`src/rtl/iss_sel_pkg.sv`:
```
package iss_sel_pkg;

  // Age order: smaller sequence first, lower class index on a tie.
  function automatic logic is_older(input logic [31:0] seq_a, input int idx_a,
                                    input logic [31:0] seq_b, input int idx_b);
    return (seq_a < seq_b) || ((seq_a == seq_b) && (idx_a < idx_b));
  endfunction

endpackage

```
`src/rtl/iss_rst_sync.sv`:
```
module iss_rst_sync (
  input  logic clk,
  input  logic rst_n,
  output logic rst_sync_n
);
  logic [1:0] sync_q;

  always_ff @(posedge clk or negedge rst_n) begin
    if (!rst_n) sync_q <= 2'b00;
    else        sync_q <= {sync_q[0], 1'b1};
  end

  assign rst_sync_n = sync_q[1];
endmodule

```
`src/rtl/iss_age_rank.sv`:
```
module iss_age_rank #(
  parameter int NCLS  = 4,
  parameter int SEQ_W = 8,
  parameter int CW    = 3
) (
  input  logic [NCLS-1:0]            member,
  input  logic [NCLS-1:0][SEQ_W-1:0] seq,
  output logic [NCLS-1:0][CW-1:0]    older_cnt
);
  import iss_sel_pkg::*;

  localparam logic [CW-1:0] ONE_C = CW'(1);

  // For each lane: how many member lanes are strictly older.
  always_comb begin
    older_cnt = '0;
    for (int c = 0; c < NCLS; c++) begin
      for (int j = 0; j < NCLS; j++) begin
        if (j != c && member[j] &&
            is_older(32'(seq[j]), j, 32'(seq[c]), c)) begin
          older_cnt[c] = older_cnt[c] + ONE_C;
        end
      end
    end
  end
endmodule

```
`src/rtl/iss_cmpl_trk.sv`:
```
module iss_cmpl_trk #(
  parameter int                      NCLS    = 4,
  parameter int                      SEQ_W   = 8,
  parameter int                      LAT_W   = 4,
  parameter logic [NCLS*LAT_W-1:0]   ISS_LAT = 16'h1311
) (
  input  logic                       clk,
  input  logic                       rst_n,
  input  logic [NCLS-1:0]            start,
  input  logic [NCLS-1:0][SEQ_W-1:0] start_seq,
  input  logic [NCLS-1:0]            deliver,
  output logic [NCLS-1:0]            pend,
  output logic [NCLS-1:0]            ready,
  output logic [NCLS-1:0][SEQ_W-1:0] pend_seq
);
  localparam logic [LAT_W-1:0] ONE_L = LAT_W'(1);

  logic [NCLS-1:0][LAT_W-1:0] tmr_q, tmr_d;
  logic [NCLS-1:0][SEQ_W-1:0] seq_q;

  always_comb begin
    for (int c = 0; c < NCLS; c++) begin
      pend[c]  = (tmr_q[c] != '0);
      ready[c] = (tmr_q[c] == ONE_L);
      if (start[c])
        tmr_d[c] = ISS_LAT[c*LAT_W +: LAT_W];
      else if (tmr_q[c] > ONE_L)
        tmr_d[c] = tmr_q[c] - ONE_L;
      else if (ready[c] && deliver[c])
        tmr_d[c] = '0;
      else
        tmr_d[c] = tmr_q[c];
    end
  end

  always_ff @(posedge clk or negedge rst_n) begin
    if (!rst_n) begin
      tmr_q <= '0;
      seq_q <= '0;
    end else begin
      tmr_q <= tmr_d;
      for (int c = 0; c < NCLS; c++) begin
        if (start[c]) seq_q[c] <= start_seq[c];
      end
    end
  end

  assign pend_seq = seq_q;
endmodule

```
`src/rtl/iss_busy_ctr.sv`:
```
module iss_busy_ctr #(
  parameter int NCLS  = 4,
  parameter int CNT_W = 8
) (
  input  logic                       clk,
  input  logic                       rst_n,
  input  logic [NCLS-1:0]            inc,
  output logic [NCLS-1:0][CNT_W-1:0] cnt
);
  localparam logic [CNT_W-1:0] ONE_K = CNT_W'(1);

  logic [NCLS-1:0][CNT_W-1:0] cnt_q, cnt_d;

  always_comb begin
    for (int c = 0; c < NCLS; c++) cnt_d[c] = cnt_q[c] + ONE_K;
  end

  always_ff @(posedge clk or negedge rst_n) begin
    if (!rst_n) cnt_q <= '0;
    else begin
      for (int c = 0; c < NCLS; c++) begin
        if (inc[c]) cnt_q[c] <= cnt_d[c];
      end
    end
  end

  assign cnt = cnt_q;
endmodule

```
`src/rtl/iss_oldest_sel.sv`:
```
module iss_oldest_sel #(
  parameter int                    NCLS     = 4,
  parameter int                    W        = 2,
  parameter int                    SEQ_W    = 8,
  parameter int                    CNT_W    = 8,
  parameter int                    LAT_W    = 4,
  parameter logic [NCLS-1:0]       NEEDS_FU = 4'b1101,
  parameter logic [NCLS-1:0]       MULTI    = 4'b1100,
  parameter logic [NCLS*LAT_W-1:0] ISS_LAT  = 16'h1311,
  localparam int                   CLS_W    = (NCLS > 1) ? $clog2(NCLS) : 1,
  localparam int                   CW       = $clog2(((NCLS > W) ? NCLS : W) + 1)
) (
  input  logic                       clk,
  input  logic                       rst_n,
  input  logic [NCLS-1:0]            head_vld,
  input  logic [NCLS-1:0][SEQ_W-1:0] head_seq,
  input  logic [NCLS-1:0]            head_sqsh,
  input  logic [NCLS-1:0]            fu_avail,
  output logic [NCLS-1:0]            head_pop,
  output logic [NCLS-1:0]            fu_claim,
  output logic [NCLS-1:0]            fu_release,
  output logic [CW-1:0]              iss_cnt,
  output logic [W-1:0]               slot_vld,
  output logic [W-1:0][SEQ_W-1:0]    slot_seq,
  output logic [W-1:0][CLS_W-1:0]    slot_cls,
  output logic [NCLS-1:0][CNT_W-1:0] busy_cnt
);
  localparam logic [CW-1:0] W_L   = CW'(W);
  localparam logic [CW-1:0] ONE_C = CW'(1);

  logic rst_sync_n;

  logic [NCLS-1:0]          pend, ready, deliver;
  logic [NCLS-1:0][SEQ_W-1:0] pend_seq;
  logic [NCLS-1:0]          cand, elig, blocked, grant, sgl_grant, busy_ev, lat1;
  logic [NCLS-1:0][CW-1:0]  older_elig, older_sgl, cmpl_slot;
  logic [CW-1:0]            ncmpl, budget, grant_cnt;

  logic [W-1:0]             slot_v_d, slot_v_q;
  logic [W-1:0][SEQ_W-1:0]  slot_s_d, slot_s_q;
  logic [W-1:0][CLS_W-1:0]  slot_c_d, slot_c_q;
  logic [NCLS-1:0]          rel_d, rel_q;

  iss_rst_sync u_rst (.clk(clk), .rst_n(rst_n), .rst_sync_n(rst_sync_n));

  // Per-class static attribute: pipelined (delay of one) completion.
  for (genvar g = 0; g < NCLS; g++) begin : g_lat
    assign lat1[g] = (ISS_LAT[g*LAT_W +: LAT_W] == LAT_W'(1));
  end

  // Candidate classification.
  always_comb begin
    cand    = head_vld & ~head_sqsh;
    elig    = cand & ~pend & (fu_avail | ~NEEDS_FU);
    blocked = cand & ~elig;
  end

  // Completions claim slots first, lowest class index first.
  always_comb begin
    ncmpl     = '0;
    deliver   = '0;
    cmpl_slot = '0;
    for (int c = 0; c < NCLS; c++) begin
      if (ready[c] && (ncmpl < W_L)) begin
        deliver[c]   = 1'b1;
        cmpl_slot[c] = ncmpl;
        ncmpl        = ncmpl + ONE_C;
      end
    end
    budget = W_L - ncmpl;
  end

  iss_age_rank #(.NCLS(NCLS), .SEQ_W(SEQ_W), .CW(CW)) u_rank_elig (
    .member(elig), .seq(head_seq), .older_cnt(older_elig)
  );

  // Grant walk: a lane is reached when fewer older eligible lanes exist
  // than the remaining budget.
  always_comb begin
    for (int c = 0; c < NCLS; c++) begin
      grant[c]   = elig[c]    && (older_elig[c] < budget);
      busy_ev[c] = blocked[c] && (older_elig[c] < budget);
    end
    sgl_grant = grant & ~MULTI;
  end

  iss_age_rank #(.NCLS(NCLS), .SEQ_W(SEQ_W), .CW(CW)) u_rank_sgl (
    .member(sgl_grant), .seq(head_seq), .older_cnt(older_sgl)
  );

  // Slot packing: completions at the bottom, single-cycle grants above.
  always_comb begin
    slot_v_d = '0;
    slot_s_d = '0;
    slot_c_d = '0;
    for (int c = 0; c < NCLS; c++) begin
      for (int s = 0; s < W; s++) begin
        if (deliver[c] && (cmpl_slot[c] == CW'(s))) begin
          slot_v_d[s] = 1'b1;
          slot_s_d[s] = pend_seq[c];
          slot_c_d[s] = CLS_W'(c);
        end
        if (sgl_grant[c] && ((ncmpl + older_sgl[c]) == CW'(s))) begin
          slot_v_d[s] = 1'b1;
          slot_s_d[s] = head_seq[c];
          slot_c_d[s] = CLS_W'(c);
        end
      end
    end
  end

  always_comb begin
    grant_cnt = '0;
    for (int c = 0; c < NCLS; c++) begin
      if (grant[c]) grant_cnt = grant_cnt + ONE_C;
    end
  end

  // Unit return: after a grant for single-cycle or pipelined classes,
  // after delivery for classes that hold their unit.
  always_comb begin
    rel_d = NEEDS_FU & ((grant & (~MULTI | lat1)) | (deliver & MULTI & ~lat1));
  end

  iss_cmpl_trk #(.NCLS(NCLS), .SEQ_W(SEQ_W), .LAT_W(LAT_W), .ISS_LAT(ISS_LAT)) u_trk (
    .clk(clk), .rst_n(rst_sync_n), .start(grant & MULTI), .start_seq(head_seq),
    .deliver(deliver), .pend(pend), .ready(ready), .pend_seq(pend_seq)
  );

  iss_busy_ctr #(.NCLS(NCLS), .CNT_W(CNT_W)) u_busy (
    .clk(clk), .rst_n(rst_sync_n), .inc(busy_ev), .cnt(busy_cnt)
  );

  always_ff @(posedge clk or negedge rst_sync_n) begin
    if (!rst_sync_n) begin
      slot_v_q <= '0;
      slot_s_q <= '0;
      slot_c_q <= '0;
      rel_q    <= '0;
    end else begin
      slot_v_q <= slot_v_d;
      rel_q    <= rel_d;
      for (int s = 0; s < W; s++) begin
        if (slot_v_d[s]) begin
          slot_s_q[s] <= slot_s_d[s];
          slot_c_q[s] <= slot_c_d[s];
        end
      end
    end
  end

  assign head_pop   = (head_vld & head_sqsh) | grant;
  assign fu_claim   = grant & NEEDS_FU;
  assign fu_release = rel_q;
  assign iss_cnt    = grant_cnt;
  assign slot_vld   = slot_v_q;
  assign slot_seq   = slot_s_q;
  assign slot_cls   = slot_c_q;
endmodule

```
`config.mk`:
```
export PLATFORM = sky130hd
export DESIGN_NAME = iss_oldest_sel
export DESIGN_NICKNAME = d
export VERILOG_FILES = /design/src/rtl/iss_sel_pkg.sv /design/src/rtl/iss_rst_sync.sv /design/src/rtl/iss_age_rank.sv /design/src/rtl/iss_cmpl_trk.sv /design/src/rtl/iss_busy_ctr.sv /design/src/rtl/iss_oldest_sel.sv
export SDC_FILE = /design/constraint.sdc
export NUM_CORES = 1
export LEC_CHECK = 0
export BUFFER_PORTS_ARGS = -buffer_cell sky130_fd_sc_hd__buf_4
export CAP_MARGIN = 20
export CORE_MARGIN = 3
export CORE_UTILIZATION = 49
export CTS_CLUSTER_SIZE = 20
export DETAILED_ROUTE_END_ITERATION = 7
export GPL_TIMING_DRIVEN = 0
export HOLD_SLACK_MARGIN = 0.02
export PLACE_DENSITY = 0.77
export SYNTH_ARGS = -nofsm -noshare
export SYNTH_HDL_FRONTEND = slang
export SYNTH_SLANG_ARGS = --single-unit
```
`constraint.sdc`:
```
create_clock -name clk -period 6.39 [get_ports clk]
set_input_delay 1.278 -clock clk [delete_from_list [all_inputs] [get_ports clk]]
set_output_delay 1.278 -clock clk [all_outputs]
set_load 0.02 [all_outputs]
```
==> results of run 1 <==
worst max path at each step:
stage / startpoint / endpoint / slack [ns] / depth (start not counted)
after floorplan: head_seq[9] / iss_cnt[1] / -0.04 / 20
after CTS: head_seq[9] / iss_cnt[1] / -0.18 / 22
final: head_seq[1] / iss_cnt[1] / -0.17 / 22
after global placement: head_seq[9] / iss_cnt[1] / -0.82 / 23
after detailed placement: head_seq[9] / iss_cnt[1] / -0.85 / 23
after global routing: head_seq[9] / iss_cnt[2] / -0.30 / 25
report_power, final:
| group | leakage (nW) | switching (mW) | total (mW) | internal [mW] |
|---|---|---|---|---|
| Clock | 0.142 | 0.248 | 0.530 | 0.282 |
| Combinational | 3.01 | 0.926 | 1.67 | 0.742 |
| Sequential | 1.17 | 0.167 | 0.930 | 0.763 |
| Total | 4.32 | 1.34 | 3.13 | 1.79 |
sequential cells by signal (all words and copies together) (netlist names):
signal	cells
slot_seq	16
u_busy.cnt	32
slot_cls	4
fu_release	3
u_rst.sync_q	2
slot_vld	2
u_trk.pend_seq	16
u_trk.tmr_q	16
cells by family (layout without fill, tap and decap cells):
logic type / after synthesis / after routing
muxes: 14 / 14
adders and majority gates: 91 / 91
and+or+nand+nor: 254 / 254
other: 2 / 3
buffers and inverters: 96 / 252
DFF: 91 / 91
xor gates and xnor gates: 35 / 35
AOI/OAI and AO/OA: 168 / 168
routing by layer:
| metal | track usage (%) | up-vias | share of wire [%] |
|---|---|---|---|
| met5 | 0 | - | 0 |
| met4 | 9.17 | 0 | 2.0 |
| met3 | 2.95 | 28 | 5.5 |
| met2 | 41.3 | 189 | 48 |
| met1 | 34.1 | 2882 | 45 |
| li1 | - | 2920 | - |
cell usage in the layout, fill, tap and decap left out, drive strengths merged, types with 8 or more instances in the layout:
cell type	count
nand3	22
nand2b	8
clkbuf	19
and3	12
inv	82
a21o	8
buf	149
nor2	45
mux2	14
xnor2	22
nor3	17
o21a	9
xor2	13
dfrtp	91
a2bb2oi	8
or2	8
nor2b	10
o21ai	73
ha	90
nand4	20
nand2	87
a21oi	35
through the flow:
step	std cells	area [µm²]
finish	1080	8590
global route	1080	8590
CTS	1076	8450
detailed placement	1036	7790
global placement	1035	7760
floorplan	752	6720
repair_timing:
item | 4_1_cts | 5_1_grt
cloned | 0 | 0
resized for setup | 35 | 42
hold endpoints to repair | 0 | 0
endpoints found under the setup margin | 9 | 28
pin swaps | 18 | 14
setup buffers | 24 | 4
final cells by class:
cell class | instances | area (µm²) | share of cell area (%)
Multi-Input combinational cell | 565 | 4290 | 49.9
Sequential cell | 91 | 2280 | 26.5
Timing Repair Buffer | 141 | 1110 | 13.0
Inverter | 78 | 308 | 3.58
Clock buffer | 10 | 239 | 2.78
Tap cell | 172 | 215 | 2.50
Buffer | 17 | 95.1 | 1.11
Clock inverter | 6 | 53.8 | 0.626
==> parameters.txt, run 1 <==
Parameter                              Value

Route
  Number of search-and-repair iterations in the first detailed-routing pass ... 5
  Final routed wirelength across all metal layers ... 18,600 µm
  Vias per inst ... 5.57
  Routed wire per std cell ... 17.2 µm
  Detail Route Antenna Nets ... 0
  Total vias in the final route ... 6,019
  Remaining routing DRC violations ... 0
  Starting DRT DRC Count ... 412

Clock network
  Clock tree from TritonCTS ... built
  Hold buffers post-CTS ... 0
  CTS clock-pin slew for the worst setup and hold paths ... 0.07 ns
  Inserted Clock Buffers ... 9
  CTS Buffer Depth ... 2
  Deepest level of the CTS H-tree ... 3
  Worst skew pair latency ... 0.36 ns
  Clock Sinks ... 91
  Clock Tree Root ... clkbuf_16

Synth
  Synth area leaders ... dfrtp_1, ha_1, o21ai_0
  Register area share after synthesis ... 34.4%
  Largest area contributor in the synthesized netlist ... dfrtp_1
  Synth Register Bits ... 91
  Compound-cell area share of the yosys netlist ... 15.5%
  Synthesized area divided by synthesized cell count ... 8.83 µm²
  Leading post-synthesis cells by instance count ... dfrtp_1, ha_1, nand2_1
  XOR/XNOR Fraction of Synth Area ... 4.63%
  Main combinational cell family by area after synthesis ... simple AND/OR/NAND/NOR gates
  Post-synthesis instance total ... 751
  Asr flop ratio synth ... 100%
  Area fraction of the dominant cell type after synthesis ... 34.4%
  Prevailing post-synth register cell ... dfrtp_1
  Fraction of synthesized area in multiplexers ... 2.38%
  Post-synth EDFFs ... 0
  Number of distinct library cell variants in the gate-level netlist after synthesis ... 65
  Yosys warns ... 0
  Leading cell type by number of instances after synthesis ... dfrtp_1
  Post-synthesis adder-cell area fraction ... 17.3%
  Post-synthesis instance area ... 6630 µm²
  Area fraction in and, or, nand and nor cells after synthesis ... 19.9%

Worst setup path
  R2r startpoint ... u_trk.tmr_q[5]$_DFFE_PN0P_
  Worst reg-to-reg setup slack ... 0.18 ns
  Worst path top cell family by delay ... compound AO/OA/AOI/OAI gates
  Crit path capture type ... output pin
  Crit path DAT ... 5.28 ns
  Most frequent cell on the critical path ... ha_4
  Buffers plus inverters on the worst setup path ... 4
  Required time of the critical path ... 5.11 ns
  Path type of the worst setup path ... in2out
  Largest fanout on the critical path ... 4
  Register-to-Register Path Depth ... 35
  Category of the worst setup path launch point ... input port
  FF-to-FF End ... slot_seq[1]$_DFFE_PN0P_
  Cell breakdown of the critical path ... buf_8, ha_4, nor2b_4, o21a_1, o21a_1, o21ai_1, a21oi_1, o31ai_2, buf_4, nand2b_4, inv_4, ha_4, and3_4, ha_4, a211o_1, o32ai_4, and2_4, ha_4, xnor2_4, ha_4, mux2_4, buf_6
  Largest stage delay on the critical path ... 0.32 ns
  Cell at the slowest stage of the critical path ... a211o_1

Floorplan
  Total I/O pin count ... 115
  Die X ... 122 µm
  Cell row count ... 41
  Die area ... 15,000 µm²
  Placeable core area ... 12,900 µm²
  Chip height ... 122 µm
  Starting density of the core ... 51.3%

Placement
  Place WS ... -0.849 ns
  HPWL after detailed placement ... 13,600 µm
  Routability cong. ... 0.971
  Number of I/O port buffers ... 111

STA
  Count of pins over their slew limit ... 0
  Final worst path period share ... 103%
  Fmax achieved ... 0.152 GHz
  Fin Clk Skew ... 0.00797 ns
  Worst-case headroom to the max-slew limit ... 53.1%
  Hold WS ... 0.251 ns
  Setup repair after global routing missed its margin ... yes
  Min setup slack post-route ... -0.168 ns
  Actual transition at the worst max-transition pin ... 0.700 ns
  Final setup violating endpoints ... 2
  Fin Setup TNS ... -0.311 ns
  Minimum clock period ... 6.56 ns
  Total count of hold-check failures in the final report ... 0

Hold path
  Hold Path Class ... reg2async

Pwr
  Overall power consumption ... 3.13 mW
  Power Density ... 364 nW/µm²
  Leak pwr ... 4.32 nW
  Worst IR Drop VDD ... 0.253 mV

Status
  Violated checks ... setup timing
  Status ... complete, but fails checks

Layout
  Number of inserted diodes ... 0
  Fraction of final layout cells with drive strength greater than 1 ... 28.1%
  Final-stage net count ... 1,040
  Utilization of the core after routing ... 66.5%
  Filler cell count in the final layout ... 1,066
  Relative area change from synthesis to final layout ... 29.7%

Run
  Max-capacitance violation count ... 0

GRT
  Number of antenna violations at the first check in global routing ... 0
  Total congestion overflow after global routing ... 0
  Overall routing resource usage ... 25.1%
  Via count of the first global-routing pass ... 5,767
  Largest net degree at the start of global routing ... 65
  Wire length of the first global-routing pass ... 29,200 µm
No activity file was read; power rests on OpenSTA's default activity.
==> run 2: changes to the inputs <==
--- a/config.mk
+++ b/config.mk
@@ -7,6 +7,7 @@
 export LEC_CHECK = 0
 export BUFFER_PORTS_ARGS = -buffer_cell sky130_fd_sc_hd__buf_4
 export CAP_MARGIN = 20
+export CORE_ASPECT_RATIO = 1.5
 export CORE_MARGIN = 3
 export CORE_UTILIZATION = 49
 export CTS_CLUSTER_SIZE = 20
@@ -14,6 +15,7 @@
 export GPL_TIMING_DRIVEN = 0
 export HOLD_SLACK_MARGIN = 0.02
 export PLACE_DENSITY = 0.77
+export RECOVER_POWER = 50
 export SYNTH_ARGS = -nofsm -noshare
 export SYNTH_HDL_FRONTEND = slang
 export SYNTH_SLANG_ARGS = --single-unit
==> run 2 against run 1 <==
The flow finishes with violations (capacitance limit, slew limit, setup timing). Die area is 0.19% higher. Core utilization down 3.0 points. Fmax up 0.45%. Setup slack improved by 0.030 ns. Sequential power up 0.6%. Final cell count is 2.4% lower. Critical endpoint unchanged. First-iteration DRC count decreased by 30%. Combinational power is 7% lower.
==> parameters.txt, run 2 (same netlist as run 1, synthesis figures left out) <==
Parameter                              Value

Status
  Status ... complete, but fails checks
  Violated checks ... capacitance limit, slew limit, setup timing

Pwr
  Switching power as a share of total power ... 43.3%
  Internal power contribution ... 1.71 mW
  Power Density ... 363 nW/µm²
  Leak pwr ... 4.16 nW
  Overall power consumption ... 3.02 mW
  Worst IR Drop VDD ... 0.198 mV
  Comb power frac ... 51.8%
  Part of the power in the clock network ... 17.1%
  Share of total power in sequential cells ... 31.0%
  Power spent charging and discharging nets ... 1.31 mW

GRT
  Overall routing resource usage ... 24.6%
  Via count of the first global-routing pass ... 5,986
  Wire length of the first global-routing pass ... 29,200 µm
  Number of antenna violations at the first check in global routing ... 0
  Largest net degree at the start of global routing ... 52
  Total congestion overflow after global routing ... 0

Worst setup path
  Largest fanout on the critical path ... 4
  Crit path capture type ... output pin
  Required time of the critical path ... 5.11 ns
  Path type of the worst setup path ... in2out
  Crit path DAT ... 5.25 ns
  Register-to-Register Path Depth ... 26
  R2r startpoint ... u_trk.tmr_q[0]$_DFFE_PN0P_
  Category of the worst setup path launch point ... input port
  Worst path top cell family by delay ... compound AO/OA/AOI/OAI gates
  Cell at the slowest stage of the critical path ... a211o_1
  Largest stage delay on the critical path ... 0.32 ns
  Setup crit start ... head_seq[1]
  Buffers plus inverters on the worst setup path ... 3
  Cell breakdown of the critical path ... buf_6, ha_4, nor2b_4, o21a_1, o21a_1, o21ai_2, a21oi_2, o31ai_4, nand2b_4, inv_2, ha_4, and3_4, ha_4, a211o_1, o32ai_4, and2_4, ha_4, xnor2_4, ha_4, mux2_4, buf_6
  Count of cell instances traversed by the critical path ... 21
  Most frequent cell on the critical path ... ha_4

STA
  Fmax achieved ... 0.153 GHz
  Setup repair after global routing missed its margin ... yes
  Fin Setup TNS ... -0.255 ns
  Min setup slack post-route ... -0.139 ns
  Total count of hold-check failures in the final report ... 0
  Minimum clock period ... 6.53 ns
  Actual transition at the worst max-transition pin ... 2.68 ns
  Final worst path period share ... 102%
  Count of pins over their slew limit ... 92
  Final setup violating endpoints ... 2
  Fin Clk Skew ... 0.0104 ns
  Worst-case headroom to the max-slew limit ... -78.9%

Layout
  Utilization of the core after routing ... 63.4%
  Filler cell count in the final layout ... 1,109
  Most common library cell in the layout ignoring fill and taps ... buf_4
  Total area of sequential cells ... 2280 µm²
  Relative area change from synthesis to final layout ... 25.2%
  Most used cells in the layout excluding fill and tap cells ... buf_4, dfrtp_1, nand2_1
  Fraction of final layout cells with drive strength greater than 1 ... 23.2%
  Final design instance area without fill ... 8300 µm²
  Number of flip-flops in the largest register ... 32
  Area of combinational cells with multiple inputs ... 4230 µm²
  Final-stage net count ... 1,027
  Number of inserted diodes ... 0

Hold path
  Hold Path Class ... reg2reg
  Number of cells on the worst hold path ... 0
  Critical hold path startpoint ... u_rst.sync_q[0]$_DFF_PN0_

Route
  Highest signal layer in the routed design ... met4
  Total vias in the final route ... 5,990
  Detail Route Antenna Nets ... 0
  Number of search-and-repair iterations in the first detailed-routing pass ... 5
  Starting DRT DRC Count ... 287
  Routed wire per std cell ... 17.3 µm
  Remaining routing DRC violations ... 0
  Wire length on met3 ... 975 µm
  Vias per inst ... 5.68
  Met1 wire length ... 7220 µm
  Met2 wirelength from detailed routing ... 9360 µm
  Final routed wirelength across all metal layers ... 18,200 µm

Floorplan
  Placeable core area ... 13,100 µm²
  Cell row count ... 51
  Chip height ... 148 µm
  Starting density of the core ... 50.7%
  Total I/O pin count ... 115
  Die area ... 15,000 µm²
  Die X ... 101 µm

Clock network
  CTS clock-pin slew for the worst setup and hold paths ... 0.07 ns
  CTS Buffer Depth ... 2
  Deepest level of the CTS H-tree ... 3
  Clock Sinks ... 91
  Clock Tree Root ... clkbuf_16
  Hold buffers post-CTS ... 0
  Inserted Clock Buffers ... 9
  Clock tree from TritonCTS ... built
  Worst skew pair latency ... 0.35 ns

Placement
  Routability cong. ... 0.975
  Place WS ... -0.841 ns
  Placed cell areas ... 7780 µm²
  HPWL after detailed placement ... 13,800 µm
  Number of I/O port buffers ... 111

Run
  Max-capacitance violation count ... 2
run 2: cell types whose count changed in the layout (fill, tap and decap cells not counted), sizes merged:
cell and delta:
buf -32, clkinvlp -1, clkbuf +19, clkinv +3
inv -2
run 2: timing repair:
item,in CTS,in global routing
setup buffers,11,3
pin swaps,18,7
resized for setup,27,22
endpoints found under the setup margin,9,7
cloned,0,0
run 2: final timing paths:
kind	end	slack, ns
worst min register to register	u_rst.sync_q[1]$_DFF_PN0_	0.35
min in group asynchronous	u_busy.cnt[10]$_DFFE_PN0P_	0.69
max in group asynchronous	u_trk.tmr_q[1]$_DFFE_PN0P_	2.45
worst max-delay path	iss_cnt[1]	-0.14
worst max register to register	slot_seq[1]$_DFFE_PN0P_	0.37
worst min-delay path	u_rst.sync_q[1]$_DFF_PN0_	0.35
run 2: area by class of cell:
type / count / area share, %
Buffer: 18 / 1.13
Clock buffer: 10 / 2.76
Clock inverter: 6 / 0.588
Inverter: 78 / 3.68
Multi-Input combinational cell: 565 / 51.0
Sequential cell: 91 / 27.4
Tap cell: 159 / 2.40
Timing Repair Buffer: 127 / 11.0
run 2: per-stage QoR:
stage,hold slack [ns],instances
final,0.353,1054
after global routing,0.354,1054
after CTS,0.354,1050
after detailed placement,0.338,1023
after global placement,0.335,1022
after floorplan,0.331,752
run 2: metal layers:
layer,GRT usage (%),vias to the layer above
li1,-,2891
met2,44.0,221
met1,28.4,2834
met4,11.4,0
met3,3.57,44
met5,0,-
run 2: power groups by stage:
stage	logic (mW)	clock network [mW]	registers [mW]
floorplan	0.836	0	1.05
global placement	1.41	0	0.947
detailed placement	1.45	0	0.945
CTS	1.54	0.525	0.939
global route	1.71	0.546	0.963
finish	1.56	0.516	0.936
